File: src/rtl/kwdt_pkg.sv
package kwdt_pkg;

    localparam int REG_W      = 32;
    localparam int ONOFF_LSB  = 24;
    localparam int FEED_LSB   = 26;
    localparam int STATUS_BIT = 31;

    localparam logic [1:0] KEY_STEP_ARM  = 2'd1;
    localparam logic [1:0] KEY_STEP_FIRE = 2'd2;
    localparam logic [1:0] KEY_STEP_NONE = 2'd0;

    typedef enum logic [0:0] {
        KEY_IDLE  = 1'b0,
        KEY_ARMED = 1'b1
    } key_state_e;

    typedef enum logic [1:0] {
        TMR_OFF     = 2'd0,
        TMR_RUN     = 2'd1,
        TMR_EXPIRED = 2'd2
    } tmr_state_e;

endpackage

File: src/rtl/kwdt_key_seq.sv
module kwdt_key_seq
    import kwdt_pkg::*;
(
    input  logic       clk,
    input  logic       rst_n,
    input  logic       wr_en,
    input  logic [1:0] key_field,
    output logic       fire,
    output logic       armed
);

    key_state_e st_q, st_d;

    // state register
    always_ff @(posedge clk or negedge rst_n) begin
        if (!rst_n) begin
            st_q <= KEY_IDLE;
        end else begin
            st_q <= st_d;
        end
    end

    // transitions: arm, fire, abort
    always_comb begin
        st_d = st_q;
        unique case (st_q)
            KEY_IDLE: begin
                if (wr_en && key_field == KEY_STEP_ARM) begin
                    st_d = KEY_ARMED;
                end
            end
            KEY_ARMED: begin
                if (wr_en && key_field != KEY_STEP_NONE && key_field != KEY_STEP_ARM) begin
                    st_d = KEY_IDLE;
                end
            end
            default: st_d = KEY_IDLE;
        endcase
    end

    // outputs
    always_comb begin
        armed = (st_q == KEY_ARMED);
        fire  = wr_en && (st_q == KEY_ARMED) && (key_field == KEY_STEP_FIRE);
    end

    p_arm_on_one_r4: assert property (@(posedge clk) disable iff (!rst_n)
        (wr_en && key_field == KEY_STEP_ARM) |=> armed);

    p_abort_on_three_r5: assert property (@(posedge clk) disable iff (!rst_n)
        (wr_en && key_field == 2'd3) |=> !armed);

    p_zero_keeps_r5: assert property (@(posedge clk) disable iff (!rst_n)
        (wr_en && key_field == KEY_STEP_NONE) |=> (armed == $past(armed)));

    p_fire_disarms_r5: assert property (@(posedge clk) disable iff (!rst_n)
        fire |=> !armed);

endmodule

File: src/rtl/kwdt_core.sv
module kwdt_core
    import kwdt_pkg::*;
#(
    parameter int RELOAD_W   = 24,
    parameter int PRESCALE_W = 8,
    parameter bit PULSE_MODE = 1'b0
) (
    input  logic                clk,
    input  logic                rst_n,
    input  logic                onoff_fire,
    input  logic                feed_fire,
    input  logic [RELOAD_W-1:0] load_val,
    output logic                timer_on,
    output logic                timeout
);

    tmr_state_e            st_q, st_d;
    logic                  do_load;
    logic                  do_tick;
    logic [RELOAD_W-1:0]   cnt_q;
    logic [PRESCALE_W-1:0] pre_q;
    logic                  pulse_q;

    // state register
    always_ff @(posedge clk or negedge rst_n) begin
        if (!rst_n) begin
            st_q <= TMR_OFF;
        end else begin
            st_q <= st_d;
        end
    end

    // transitions: start, stop, feed, expire
    always_comb begin
        st_d    = st_q;
        do_load = 1'b0;
        unique case (st_q)
            TMR_OFF: begin
                if (onoff_fire) begin
                    st_d    = TMR_RUN;
                    do_load = 1'b1;
                end
            end
            TMR_RUN: begin
                if (onoff_fire) begin
                    st_d = TMR_OFF;
                end else if (feed_fire) begin
                    do_load = 1'b1;
                end else if (cnt_q == '0) begin
                    st_d = TMR_EXPIRED;
                end
            end
            TMR_EXPIRED: begin
                if (onoff_fire) begin
                    st_d = TMR_OFF;
                end else if (feed_fire) begin
                    st_d    = TMR_RUN;
                    do_load = 1'b1;
                end
            end
            default: st_d = TMR_OFF;
        endcase
    end

    assign do_tick = (st_q == TMR_RUN) && !onoff_fire && !feed_fire && (cnt_q != '0);

    // countdown with prescaler
    always_ff @(posedge clk or negedge rst_n) begin
        if (!rst_n) begin
            cnt_q <= '0;
            pre_q <= '0;
        end else if (do_load) begin
            cnt_q <= load_val;
            pre_q <= '0;
        end else if (do_tick) begin
            pre_q <= pre_q + 1'b1;
            if (pre_q == '1) begin
                cnt_q <= cnt_q - 1'b1;
            end
        end
    end

    // output register
    always_ff @(posedge clk or negedge rst_n) begin
        if (!rst_n) begin
            pulse_q <= 1'b0;
        end else begin
            pulse_q <= (st_q == TMR_RUN) && (st_d == TMR_EXPIRED);
        end
    end

    assign timer_on = (st_q != TMR_OFF);

    generate
        if (PULSE_MODE) begin : g_pulse
            assign timeout = pulse_q;

            p_single_pulse_r9: assert property (@(posedge clk) disable iff (!rst_n)
                timeout |=> !timeout);
        end else begin : g_level
            assign timeout = (st_q == TMR_EXPIRED);

            p_level_holds_r8: assert property (@(posedge clk) disable iff (!rst_n)
                (timeout && !onoff_fire && !feed_fire) |=> timeout);
        end
    endgenerate

    p_start_loads_r7: assert property (@(posedge clk) disable iff (!rst_n)
        (st_q == TMR_OFF && onoff_fire) |=> (cnt_q == $past(load_val) && pre_q == '0));

    p_feed_off_ignored_r6: assert property (@(posedge clk) disable iff (!rst_n)
        (st_q == TMR_OFF && feed_fire && !onoff_fire) |=> (st_q == TMR_OFF));

    p_toggle_wins_r10: assert property (@(posedge clk) disable iff (!rst_n)
        (st_q != TMR_OFF && onoff_fire && feed_fire) |=> (st_q == TMR_OFF));

endmodule

File: src/rtl/kwdt_top.sv
module kwdt_top
    import kwdt_pkg::*;
#(
    parameter int RELOAD_W   = 24,
    parameter int PRESCALE_W = 8,
    parameter bit PULSE_MODE = 1'b0
) (
    input  logic              clk,
    input  logic              rst_n,
    input  logic              wr_en,
    input  logic [REG_W-1:0]  wr_data,
    output logic [REG_W-1:0]  rd_data,
    output logic              tmo_out
);

    localparam int ONOFF_MSB = ONOFF_LSB + 1;
    localparam int FEED_MSB  = FEED_LSB + 1;

    logic [RELOAD_W-1:0] reload_q;
    logic [RELOAD_W-1:0] load_val;
    logic                onoff_fire, feed_fire;
    logic                onoff_armed, feed_armed;
    logic                timer_on;
    logic [3:0]          unused_hi;
    logic                unused_arm;

    assign unused_hi  = wr_data[REG_W-1:FEED_MSB+1];
    assign unused_arm = onoff_armed ^ feed_armed;

    always_ff @(posedge clk or negedge rst_n) begin
        if (!rst_n) begin
            reload_q <= '0;
        end else if (wr_en) begin
            reload_q <= wr_data[RELOAD_W-1:0];
        end
    end

    assign load_val = wr_data[RELOAD_W-1:0];

    kwdt_key_seq u_onoff_key (
        .clk       (clk),
        .rst_n     (rst_n),
        .wr_en     (wr_en),
        .key_field (wr_data[ONOFF_MSB:ONOFF_LSB]),
        .fire      (onoff_fire),
        .armed     (onoff_armed)
    );

    kwdt_key_seq u_feed_key (
        .clk       (clk),
        .rst_n     (rst_n),
        .wr_en     (wr_en),
        .key_field (wr_data[FEED_MSB:FEED_LSB]),
        .fire      (feed_fire),
        .armed     (feed_armed)
    );

    kwdt_core #(
        .RELOAD_W   (RELOAD_W),
        .PRESCALE_W (PRESCALE_W),
        .PULSE_MODE (PULSE_MODE)
    ) u_core (
        .clk        (clk),
        .rst_n      (rst_n),
        .onoff_fire (onoff_fire),
        .feed_fire  (feed_fire),
        .load_val   (load_val),
        .timer_on   (timer_on),
        .timeout    (tmo_out)
    );

    always_comb begin
        rd_data                   = '0;
        rd_data[RELOAD_W-1:0]     = reload_q;
        rd_data[STATUS_BIT]       = timer_on;
    end

    p_reload_latch_r2: assert property (@(posedge clk) disable iff (!rst_n)
        wr_en |=> (rd_data[RELOAD_W-1:0] == $past(wr_data[RELOAD_W-1:0])));

    p_upper_zero_r3: assert property (@(posedge clk) disable iff (!rst_n)
        rd_data[STATUS_BIT-1:ONOFF_LSB] == '0);

endmodule

File: config.mk
export PLATFORM = sky130hd
export DESIGN_NAME = kwdt_top
export DESIGN_NICKNAME = d
export VERILOG_FILES = /design/src/rtl/kwdt_pkg.sv /design/src/rtl/kwdt_key_seq.sv /design/src/rtl/kwdt_core.sv /design/src/rtl/kwdt_top.sv
export SDC_FILE = /design/constraint.sdc
export NUM_CORES = 1
export LEC_CHECK = 0
export BUFFER_PORTS_ARGS = -buffer_cell sky130_fd_sc_hd__buf_2
export CAP_MARGIN = 5
export CORE_UTILIZATION = 59
export DETAILED_ROUTE_END_ITERATION = 6
export GPL_TIMING_DRIVEN = 0
export PLACE_DENSITY = 0.87
export SLEW_MARGIN = 20
export SYNTH_ARGS = -nofsm -noshare
export SYNTH_HDL_FRONTEND = slang
export SYNTH_HIERARCHICAL = 1
export SYNTH_SLANG_ARGS = --single-unit
File: constraint.sdc
create_clock -name clk -period 5.8 [get_ports clk]
set_input_delay 0.58 -clock clk [delete_from_list [all_inputs] [get_ports clk]]
set_output_delay 0.58 -clock clk [all_outputs]
set_load 0.03 [all_outputs]
==> metrics.yaml <==
sta:
  timing.final.ws_setup_ns: 3.12
  skew_ns: 0.00728
  fin_setup_tns_ns: 0
  hold_violations: 0
  timing.hold.ws_ns: 0.295
  relSlewSlack_pct: 51.0
  finalCritPeriodShare_pct: 46.2
  drv_slew: 0
  rsz0062_at_grt: "false"
  setup_viol_count_final: 0
  period_needed_ns: 2.68
  fmax_mhz: 373
  tightest_slew_ns: 0.736
place:
  pre_cts_slack_ns: 3.15
  portBuffers: 56
  dpl.hpwl_um: 4840
  gp_congestion: 0.848
  dp_cells: 429
floorplanning:
  ioPinCount: 68
  die_w_um: 76.0
  coreArea_sq_um: 5170
  die_area_sq_um: 5770
  start_util_pct: 62.4
  rows: 26
  die_h_um: 76.0
synthesis:
  synth_area_sq_um: 3230
  syn_area_per_cell_sq_um: 10.9
  synth_seq_cells: 60
  synth_cell_types: 46
  ys_warn_count: 6
  postSynthCellCount: 297
  async_flop_share_pct: 100
  synth_edf_count: 0
  synthFlopType: "dfrtp_1"
  ys_seq_area_share_pct: 46.5
cells_and_area:
  drive_gt1_share_pct: 32.4
  diodes: 0
  final_util_pct: 74.3
  instances_no_fill: 444
  seqCellArea_sq_um: 1500
  multi_input_area_sq_um: 1540
  final_nets: 412
  nFillCells: 340
  area_growth_pct: 19.1
grt:
  grt_pass1_wl_um: 12000
  grt_antenna_before_repair: 0
  grt.overflow.total: 0
  grt_pass1_vias: 2513
  grt_max_degree: 61
  track_usage_pct: 26.9
worst_setup_path:
  cp.arrival_ns: 2.93
  crit_end: "u_core/cnt_q[20]"
  crit_fanout: 10
  path_common_cell: "buf_6"
  crit_path_end_kind: "flip-flop"
  timing.critical_path.required_ns: 6.05
  crit_start: "u_core/cnt_q[0]"
  crit_cells: 9
  critical-path-max-stage-delay_ns: 0.45
  path_cells: "inv_1 -> ha_1 -> or3b_2 -> or4_4 -> buf_6 -> o211ai_2 -> buf_6 -> o21ai_1 -> a31oi_1"
  r2r-start: "u_core/cnt_q[0]"
  r2r_cells: 9
  critPathTopFamily: "simple AND/OR/NAND/NOR gates"
  path_buf_inv: 3
  path_class: "reg -> reg"
  reg2reg_setup_slack_ns: 3.12
  cp_slowest_cell: "or3b_2"
  cp-start-kind: "flip-flop"
  reg2reg_to: "u_core/cnt_q[20]"
routing:
  detail-route-antenna-nets: 0
  drc: 0
  wl_per_cell_um: 16.3
  drt_iter0_drc: 223
  routed_wl_um: 7230
  dr.pass1.iters: 4
  num_vias: 2665
  routed_via_density: 6.00
clock_network:
  cts_buffers: 9
  ctsRootBufferMaster: "clkbuf_8"
  cts_resized: 0
  cts_max_path_buffers: 2
  clk_pin_slew_ns: 0.07
  ctsHoldBuffers: 0
  cts.sinks: 60
  clk-insertion-delay-late_ns: 0.34
  tritoncts: "done"
  cts_setup_buffers: 0
  htree_levels: 3
job:
  drv_cap: 0
worst_hold_path:
  hp-class: "in -> async"
power:
  peakVddDrop_v: 0.000237
  p_leak_nw: 1.70
  power_density_nw_per_um2: 381
run_status:
  status: "finished clean"
-- worst reg2reg max path: stages, from the launching register on --
cell and delay (ns):
dfrtp_1 0.41, inv_1 0.12, ha_1 0.17, or3b_2 0.45, or4_4 0.43, buf_6 0.16, o211ai_2 0.35, buf_6 0.21
o21ai_1 0.09, a31oi_1 0.21
-- worst min path at each step --
stage | depth (start not counted) | startpoint | endpoint
2_1_floorplan | 0 | rst_n | reload_q[0]
3_3_place_gp | 1 | u_core/pre_q[6] | u_core/pre_q[6]
3_5_place_dp | 1 | reload_q[19] | reload_q[19]
4_1_cts | 1 | rst_n | reload_q[17]
5_1_grt | 1 | rst_n | reload_q[16]
6_report | 1 | rst_n | reload_q[17]
-- area by class of cell --
cell class | count | area share, %
tap | 70 | 2.28
buffer | 22 | 4.59
clock inverter | 4 | 1.89
multi-input combinational | 213 | 40.1
timing repair buffer | 56 | 7.35
inverter | 8 | 0.781
clock buffer | 11 | 3.94
sequential | 60 | 39.0
-- synthesized netlist by cell type, types with 3 or more instances --
library cell / instances / area (sq um)
or4_1: 12 / 90.1
a21oi_1: 8 / 40.0
a31oi_1: 16 / 100
dfrtp_1: 60 / 1500
o211ai_1: 6 / 45.0
or3_1: 17 / 106
xor2_1: 3 / 26.3
nand2_1: 13 / 48.8
o21ai_1: 12 / 60.1
buf_4: 8 / 60.1
nor2_1: 26 / 97.6
o31ai_1: 7 / 52.6
mux2_2: 4 / 45.0
nor3_1: 4 / 20.0
mux2_4: 20 / 300
o311ai_1: 5 / 43.8
ha_1: 7 / 87.6
clkbuf_1: 7 / 26.3
inv_1: 8 / 30.0
nand4_1: 3 / 18.8
buf_6: 4 / 45.0
nand3_1: 14 / 70.1
nor4_1: 3 / 18.8
-- registers in the layout, summed over array words and instances (netlist names) --
| name | count |
|---|---|
| reload_q | 24 |
| u_core/cnt_q | 24 |
| u_core/pre_q | 8 |
| u_core/st_q | 2 |
| u_feed_key/armed | 1 |
| u_onoff_key/armed | 1 |
-- layout by cell type (no fill, tap or decap), drive strengths merged, types with 13 or more instances in the layout --
cell / instances
nor2: 26
o21ai: 16
or4: 14
dfrtp: 60
buf: 71
nand2: 13
mux2: 24
a31oi: 16
clkbuf: 18
or3: 17
nand3: 14
-- through the flow --
stage	total power [mW]	cell area, sq um
detailed placement	1.03	3620
CTS	1.47	3840
floorplan	0.913	3250
finish	1.47	3840
global route	1.55	3840
global placement	1.01	3620
-- layer usage --
layer / GRT usage (%) / vias up / wire length (um)
met2: 44.0 / 93 / 3600
met1: 33.3 / 1306 / 3080
met4: 11.3 / 0 / 173
met3: 7.90 / 21 / 382
li1: - / 1245 / -
met5: 0 / - / 0
-- report_power, final --
part	internal (mW)	total (mW)	switching [mW]
clock network	0.262	0.426	0.164
registers	0.535	0.654	0.119
logic	0.166	0.387	0.221
-- kinds of logic after synthesis --
family / share of synthesized area (%)
adders and majority gates: 2.71
DFF: 46.5
xor gates and xnor gates: 0.814
buffers and inverters: 6.40
other: 0.116
and+or+nand+nor: 18.0
AOI/OAI and AO/OA: 14.1
muxes: 11.3
No activity file was read; power rests on OpenSTA's default activity.
